`src/rtl/bcg_pkg.sv`:
```
package bcg_pkg;

    localparam int COL_W   = 8;
    localparam int LCODE_W = 3;
    localparam int MAX_LOG = 3;

    typedef enum logic [LCODE_W-1:0] {
        BL_ONE  = 3'b000,
        BL_TWO  = 3'b001,
        BL_FOUR = 3'b010,
        BL_EIGHT= 3'b011,
        BL_PAGE = 3'b111
    } blen_e;

    // decoded burst settings captured at a start strobe
    typedef struct packed {
        logic [COL_W-1:0] mask;   // burst length minus one
        logic             page;   // runs until stopped
        logic             ilv;    // effective interleaved order
    } bcfg_t;

    // beat-counter and context state
    typedef struct packed {
        logic             busy;
        logic [COL_W-1:0] cnt;
        logic [COL_W-1:0] base;
        logic             wr;
        bcfg_t            cfg;
    } bstate_t;

    function automatic logic [COL_W-1:0] code_to_mask(input logic [LCODE_W-1:0] code);
        logic [COL_W-1:0] m;
        m = '0;
        if (code == BL_PAGE) begin
            m = '1;
        end else if (int'(code) <= MAX_LOG) begin
            for (int i = 0; i < COL_W; i++) begin
                if (i < int'(code)) m[i] = 1'b1;
            end
        end
        return m;
    endfunction

endpackage

```
`src/rtl/bcg_cfg_decode.sv`:
```
module bcg_cfg_decode
    import bcg_pkg::*;
#(
    parameter int LW = LCODE_W
) (
    input  logic [LW-1:0] len_code,
    input  logic          ilv_req,
    output bcfg_t         cfg
);
    logic is_page;

    always_comb begin
        is_page  = (len_code == BL_PAGE);
        cfg.mask = code_to_mask(len_code);
        cfg.page = is_page;
        // interleaved order is meaningless across a full row
        cfg.ilv  = ilv_req & ~is_page;
    end
endmodule

```
`src/rtl/bcg_beat_ctrl.sv`:
```
module bcg_beat_ctrl
    import bcg_pkg::*;
#(
    parameter int CW = COL_W
) (
    input  logic          clk,
    input  logic          rst,
    input  logic          start,
    input  logic          stop,
    input  logic [CW-1:0] col_in,
    input  logic          wr_in,
    input  bcfg_t         cfg_in,
    output bstate_t       st,
    output logic          final_beat
);
    bstate_t st_q;

    assign final_beat = st_q.busy & ~st_q.cfg.page & (st_q.cnt == st_q.cfg.mask);
    assign st         = st_q;

    always_ff @(posedge clk) begin
        if (rst) begin
            st_q.busy <= 1'b0;
            st_q.cnt  <= '0;
            st_q.base <= '0;
            st_q.wr   <= 1'b0;
            st_q.cfg  <= '0;
        end else if (start) begin
            st_q.busy <= 1'b1;
            st_q.cnt  <= '0;
            st_q.base <= col_in;
            st_q.wr   <= wr_in;
            st_q.cfg  <= cfg_in;
        end else if (st_q.busy) begin
            if (stop || final_beat) begin
                st_q.busy <= 1'b0;
            end else begin
                st_q.cnt  <= st_q.cnt + 1'b1;
            end
        end
    end


    stop_ends_chk: assert property (@(posedge clk) disable iff (rst)
        st_q.busy && stop && !start |=> !st_q.busy);


    restart_chk: assert property (@(posedge clk) disable iff (rst)
        start |=> st_q.busy && st_q.cnt == '0);


    cnt_bound_chk: assert property (@(posedge clk) disable iff (rst)
        st_q.busy && !st_q.cfg.page |-> st_q.cnt <= st_q.cfg.mask);


    page_runs_chk: assert property (@(posedge clk) disable iff (rst)
        st_q.busy && st_q.cfg.page && !stop && !start |=> st_q.busy);
endmodule

```
`src/rtl/bcg_addr_gen.sv`:
```
module bcg_addr_gen
    import bcg_pkg::*;
#(
    parameter int CW = COL_W
) (
    input  logic [CW-1:0] base,
    input  logic [CW-1:0] cnt,
    input  bcfg_t         cfg,
    output logic [CW-1:0] col
);
    logic [CW-1:0] sum;

    assign sum = base + cnt;

    for (genvar b = 0; b < CW; b++) begin : g_bit
        always_comb begin
            if (!cfg.mask[b])
                col[b] = base[b];
            else if (cfg.ilv)
                col[b] = base[b] ^ cnt[b];
            else
                col[b] = sum[b];
        end
    end
endmodule

```
`src/rtl/burst_col_gen.sv`:
```
module burst_col_gen
    import bcg_pkg::*;
#(
    parameter int CW = COL_W,
    parameter int LW = LCODE_W
) (
    input  logic          clk,
    input  logic          rst,
    input  logic          start_i,
    input  logic [CW-1:0] start_col_i,
    input  logic [LW-1:0] len_code_i,
    input  logic          ilv_i,
    input  logic          wr_i,
    input  logic          stop_i,
    output logic [CW-1:0] col_o,
    output logic          valid_o,
    output logic          last_o,
    output logic          wr_o
);
    bcfg_t   cfg_new;
    bstate_t st;
    logic    fin;

    bcg_cfg_decode #(.LW(LW)) u_dec (
        .len_code (len_code_i),
        .ilv_req  (ilv_i),
        .cfg      (cfg_new)
    );

    bcg_beat_ctrl #(.CW(CW)) u_ctrl (
        .clk        (clk),
        .rst        (rst),
        .start      (start_i),
        .stop       (stop_i),
        .col_in     (start_col_i),
        .wr_in      (wr_i),
        .cfg_in     (cfg_new),
        .st         (st),
        .final_beat (fin)
    );

    bcg_addr_gen #(.CW(CW)) u_addr (
        .base (st.base),
        .cnt  (st.cnt),
        .cfg  (st.cfg),
        .col  (col_o)
    );

    assign valid_o = st.busy;
    assign last_o  = fin;
    assign wr_o    = st.wr;


    last_valid_chk: assert property (@(posedge clk) disable iff (rst)
        last_o |-> valid_o);


    first_col_chk: assert property (@(posedge clk) disable iff (rst)
        start_i |=> valid_o && col_o == $past(start_col_i));


    wr_follow_chk: assert property (@(posedge clk) disable iff (rst)
        start_i |=> wr_o == $past(wr_i));


    single_end_chk: assert property (@(posedge clk) disable iff (rst)
        last_o && !start_i |=> !valid_o);
endmodule

```
`config.mk`:
```
export PLATFORM = sky130hd
export DESIGN_NAME = burst_col_gen
export DESIGN_NICKNAME = d
export VERILOG_FILES = /design/src/rtl/bcg_pkg.sv /design/src/rtl/bcg_cfg_decode.sv /design/src/rtl/bcg_beat_ctrl.sv /design/src/rtl/bcg_addr_gen.sv /design/src/rtl/burst_col_gen.sv
export SDC_FILE = /design/constraint.sdc
export NUM_CORES = 1
export LEC_CHECK = 0
export ABC_AREA = 1
export BUFFER_PORTS_ARGS = -buffer_cell sky130_fd_sc_hd__buf_2
export CAP_MARGIN = 10
export CORE_UTILIZATION = 50
export CTS_BUF_LIST = sky130_fd_sc_hd__clkbuf_4 sky130_fd_sc_hd__clkbuf_8
export DETAILED_ROUTE_END_ITERATION = 12
export HOLD_SLACK_MARGIN = 0.12
export PLACE_DENSITY_LB_ADDON = 0.05
export SETUP_SLACK_MARGIN = 0.3
export SYNTH_ARGS = -nofsm -noshare
export SYNTH_HDL_FRONTEND = slang
export SYNTH_SLANG_ARGS = --single-unit
```
`constraint.sdc`:
```
create_clock -name clk -period 1.7 [get_ports clk]
set_input_delay 0.085 -clock clk [delete_from_list [all_inputs] [get_ports clk]]
set_output_delay 0.085 -clock clk [all_outputs]
set_load 0.1 [all_outputs]
```
### Yosys cells after proc, flatten, opt, wreduce, memory -nomap -nowiden

Cells that the tools add are included.

| operators by class | value |
|---|---|
| equality and inequality tests | 2 |
| bitwise operators | 14 |
| multiplexer cells | 30 |
| reductions and logical operators | 3 |
| $lt $le $gt $ge | 8 |
| div/mod/pow operators | 0 |
| add/sub/neg operators | 2 |
| $mul | 0 |
| shifts and indexed selects | 0 |

Operators with widths:

| operator | number |
|---|---|
| 1-bit 2-to-1 mux | 25 |
| 9-bit 2-to-1 mux | 2 |
| 7-bit 2-to-1 mux | 2 |
| 3-bit less-than comparator, first input constant | 3 |
| 8-bit by 1-bit adder with 8-bit output, second input constant | 1 |
| 8-bit adder | 1 |
| 8-bit equality test | 1 |
| 8-bit 2-to-1 mux | 1 |
| 1-bit XOR | 8 |
| 1-bit by 3-bit less-than comparator with 1-bit output, first input constant | 2 |
| 2-bit by 3-bit less-than comparator with 1-bit output, first input constant | 2 |
| 1-bit AND | 3 |
| 3-bit equality test, second input constant | 1 |
| 3-bit by 2-bit <= comparator with 1-bit output, second input constant | 1 |
| 1-bit NOT | 3 |
| 2-bit AND reduction | 1 |
| 2-bit OR reduction | 1 |
| 1-bit logical OR | 1 |

| word-level totals | value |
|---|---|
| latch bits | 0 |
| bits in registers | 28 |
| word-level logic and storage cells | 66 |
| memories kept | 0 |
| bits in writable memories | 0 |
| input bits | 17 |
| output and inout port bits | 11 |
| memory bits (read-only) | 0 |

### Depth between registers and ports, before layout

| logic depth | value |
|---|---|
| depth in word-level cells | 7 |
| depth in mapped cells | 11 |

### Hierarchy

Synthesis repeated with hierarchy kept, for this count alone.

| unflattened totals | value |
|---|---|
| cells, all modules | 291 |
| area total of the unflattened synthesis | 1859.3 µm² |

Modules (own cells, without submodules):

| module | area an instance (µm²) | sequential area each (µm²) | cells each | times used |
|---|---|---|---|---|
| bcg_beat_ctrl | 1345.0 | 560.5 | 195 | 1 |
| bcg_addr_gen | 435.4 | 0.0 | 79 | 1 |
| bcg_cfg_decode | 78.8 | 0.0 | 17 | 1 |

### Least setup slack after synthesis

Ideal clock, no wire load.

| timing | value |
|---|---|
| path type | reg-to-output |
| from | register u_ctrl.st[19] (netlist name) |
| to | output col_o[4] |
| setup slack | -1.890 ns |
| buffers on the path | 0 |
| arrival | 3.505 ns |
| stages on the path, launching flop included | 8 |
| cells stage by stage | dfxtp_1 -> ha_1 -> inv_1 -> fa_1 -> o21ai_0 -> nand2_1 -> xor2_1 -> o21ai_0 |

| between the ends | value |
|---|---|
| longest elaborated chain between the ends | 3 |

RTL lines:

| element | line | source |
|---|---|---|
| 8-bit adder | bcg_addr_gen.sv:13 | `assign sum = base + cnt;` |
| 1-bit 2-to-1 mux | bcg_addr_gen.sv:19 | `else if (cfg.ilv)` |
| 1-bit 2-to-1 mux | bcg_addr_gen.sv:17 | `if (!cfg.mask[b])` |
| end: declaration | burst_col_gen.sv:15 | `output logic [CW-1:0] col_o,` |

No other way between the ends.

### Worst setup path in the final report

| timing | value |
|---|---|
| from | register u_ctrl.st[11] (netlist name) |
| to | output col_o[6] |

| between the ends | value |
|---|---|
| longest elaborated chain between the ends | 3 |

RTL lines:

| element | line |
|---|---|
| 8-bit adder | bcg_addr_gen.sv:13 |
| 1-bit 2-to-1 mux | bcg_addr_gen.sv:19 |
| 1-bit 2-to-1 mux | bcg_addr_gen.sv:17 |

No other way between the ends.

==> flow_metrics.tcl <==
set metrics [dict create \
    dp_cells 293 \
    drtIter0Drc 69 \
    ir_worst_vdd_uv 507 \
    first_pass_iters 8 \
    core_um2 2810 \
    critPathArrivalTime_ps 1980 \
    cts_buffers 3 \
    synthSimpleGateAreaFrac_pct 36.4 \
    required_ps 1620 \
    worst-setup-path-type "register to output pin" \
    dieHeight_um 56.8 \
    start_util_pct 53.5 \
    die_x_um 56.8 \
    fin_cells 317 \
    synth_nets 256 \
    yosys_register_bits 23 \
    violations "design-rule violations, negative setup slack" \
    synth_top_family_by_area "simple AND/OR/NAND/NOR gates" \
    holdWs_ps 190 \
    setup_viol 8 \
    clock-sinks 23 \
    status "finished with violations" \
    via_per_inst 5.35 \
    synth-compound-area-share_pct 11.3 \
    synth_edf_count 0 \
    power_density_nw_per_um2 569 \
    syn_to_final_growth_pct 56.2 \
    clkTransAtPathRegs_ps 140 \
    gp_congestion 0.858 \
    cp-end-kind "output pin" \
    fin_crit_sh_pct 122 \
    synth_top_flop_cell "dfxtp_1" \
    h-tree-depth 1 \
    crit_chain "ha_4 > inv_2 > fa_2 > o21ai_2 > nand3b_1 > nand3_2 > nand3_2 > nand2_8 > buf_12" \
    cp_max_fo 2 \
    grt_pass1_wl_um 6790 \
    fin_worst_skew_ps 11.2 \
    nets 313 \
    wl_um 4330 \
    drive_above_1_share_pct 33.9 \
    cts_root_buf "clkbuf_4" \
    timing.fmax_mhz 484 \
    drcViolationCount 6 \
    synth_fa_ha_area_share_pct 8.01 \
    final_max_slew_viol_count 0 \
    max_slew_margin_pct 67.6 \
    cpMostUsedCell "nand3_2" \
    synth_area_um2 1500 \
    min_path_type "primary input to register" \
    finalPower_w 0.00133 \
    num_io_pins 28 \
    yosys.area_share.xor_xnor_pct 1.75 \
    clk_path_buf_depth 2 \
    antenna_left 0 \
    place_ws_ps 7.16 \
    synth_area_per_cell_um2 6.52 \
    leakagePower_nw 1.02 \
    muxShareOfSynthArea_pct 0 \
    worstSetupStartpointType "register" \
    drv_cap 0 \
    grt-ovfl-total 0 \
    worst_path_max_delay_cell "dfxtp_2" \
    setup-tns-final_ps -2230 \
    rows 19 \
    ys_seq_area_share_pct 30.7 \
    setup_ws_ps -366 \
    finalCriticalPeriod_ps 2070 \
    synthDistinctLibCells 25 \
    dp_hpwl_um 2710 \
    grt_pass1_vias 1548 \
    die_area_um2 3220 \
    hold_viol 0 \
    async_flop_share_pct 0 \
    rsz0062_at_grt "yes" \
    cts_tree "built" \
    grt_antenna_before_repair 0 \
    yosysWarningCount 0 \
    num_vias 1695 \
    io_buffer_count 27 \
    cpPeakStageDelay_ps 380 \
    wire_per_inst_um 13.7 \
    clk_latency_ps 320 \
    netlist_instances 230 \
    tightest_slew_ps 490 \
    n_antenna_cell 0 \
    grt_start_max_net_pins 13 \
    grt_use_total_pct 26.8 \
    largest_reg_flops 23 \
]
[what timing repair did]
action / CTS / global route
buffers inserted: 1 / 4
endpoints found under the hold margin: 15 / 0
pin swaps: 2 / 4
resized for setup: 7 / 11
hold buffers: 15 / 0
setup endpoints to repair: 13 / 25
[worst paths after layout]
check / from / endpoint / slack, ps / depth (start not counted)
max: u_ctrl.st[11] / col_o[6] / -370 / 9
min: start_i / u_ctrl.st[5] / 190 / 4
max reg2reg: u_ctrl.st[3] / u_ctrl.st[23] / 100 / 11
min reg2reg: u_ctrl.st[18] / u_ctrl.st[18] / 510 / 2
[final cells by class]
cell class | instances | area, um2
well taps | 31 | 38.8
multi-input cells | 166 | 1100
flip-flops and latches | 23 | 480
inverters | 35 | 139
repair buffers | 58 | 557
fillers | 163 | 462
clock buffers | 4 | 30.0
[per-stage QoR]
stage                     utilization [%]  area, um2
after global placement               72.8       2040
after CTS                            80.2       2250
after floorplan                         -       1710
after detailed placement             72.8       2040
final                                83.5       2340
after global routing                 83.5       2340
[critical path: cells and delay by family, from the launching register on]
kind / cells / cell delay (ps)
AOI/OAI and AO/OA: 1 / 130
adders and majority gates: 2 / 490
DFF: 1 / 380
buffers and inverters: 2 / 200
and+or+nand+nor: 4 / 470
[power breakdown]
group	switching (W)	internal (W)
Combinational	0.000278	0.000182
Clock	0.000179	0.000108
Sequential	0.0000278	0.000560
Total	0.000485	0.000850
[synthesized netlist by cell type (2+ instances only)]
| cell type | number | area, um2 |
|---|---|---|
| ha_1 | 8 | 100 |
| a21oi_1 | 6 | 30.0 |
| nand2_1 | 69 | 259 |
| nor2_1 | 20 | 75.1 |
| a22o_1 | 4 | 35.0 |
| nand4_1 | 5 | 31.3 |
| clkbuf_1 | 2 | 7.51 |
| xor2_1 | 2 | 17.5 |
| nand3b_1 | 2 | 15.0 |
| o21ai_0 | 15 | 75.1 |
| buf_6 | 3 | 33.8 |
| o22ai_1 | 2 | 12.5 |
| nand3_1 | 19 | 95.1 |
| dfxtp_1 | 23 | 460 |
| nor3_1 | 2 | 10.0 |
| nor2_2 | 4 | 25.0 |
| inv_1 | 34 | 128 |
| nand3_2 | 3 | 30.0 |
[layer usage]
| layer | global-route usage [%] | up-vias | wire length, um |
|---|---|---|---|
| met5 | 0 | - | 0 |
| met3 | 3.23 | 11 | 195 |
| met2 | 47.8 | 55 | 2240 |
| met1 | 33.9 | 777 | 1820 |
| li1 | - | 852 | - |
| met4 | 6.97 | 0 | 80 |
[placed cells by master (no fill, tap or decap), types with 2 or more instances in the layout]
cell           netlist  final
buf_2                1     18
buf_12               0     10
a21oi_1              6      5
clkbuf_4             0      4
dlygate4sd3_1        0     15
a22o_1               4      4
nand2_2              0      2
inv_2                0      2
nor2_1              20     18
nand3b_1             2      2
o21ai_4              0      5
nor2_2               4      5
dfxtp_2              0      7
nand2_4              0      2
dfxtp_4              0      3
nand3_1             19     15
inv_1               34     30
nand4_1              5      5
buf_4                0     14
clkinvlp_4           0      2
nand2_1             69     64
ha_1                 8      2
o21ai_0             15      8
dfxtp_1             23     13
nand3_2              3      7
nor3_1               2      2
ha_4                 0      6
[cells by family (layout without fill, tap and decap cells)]
group / count (synthesis) / after routing
AND/OR/NAND/NOR: 125 / 125
XOR/XNOR: 3 / 3
flip-flops: 23 / 23
adder cells (fa/ha/maj): 9 / 9
buffers and inverters: 41 / 97
AO/OA/AOI/OAI: 29 / 29
Power figures use the tool's default switching activity.
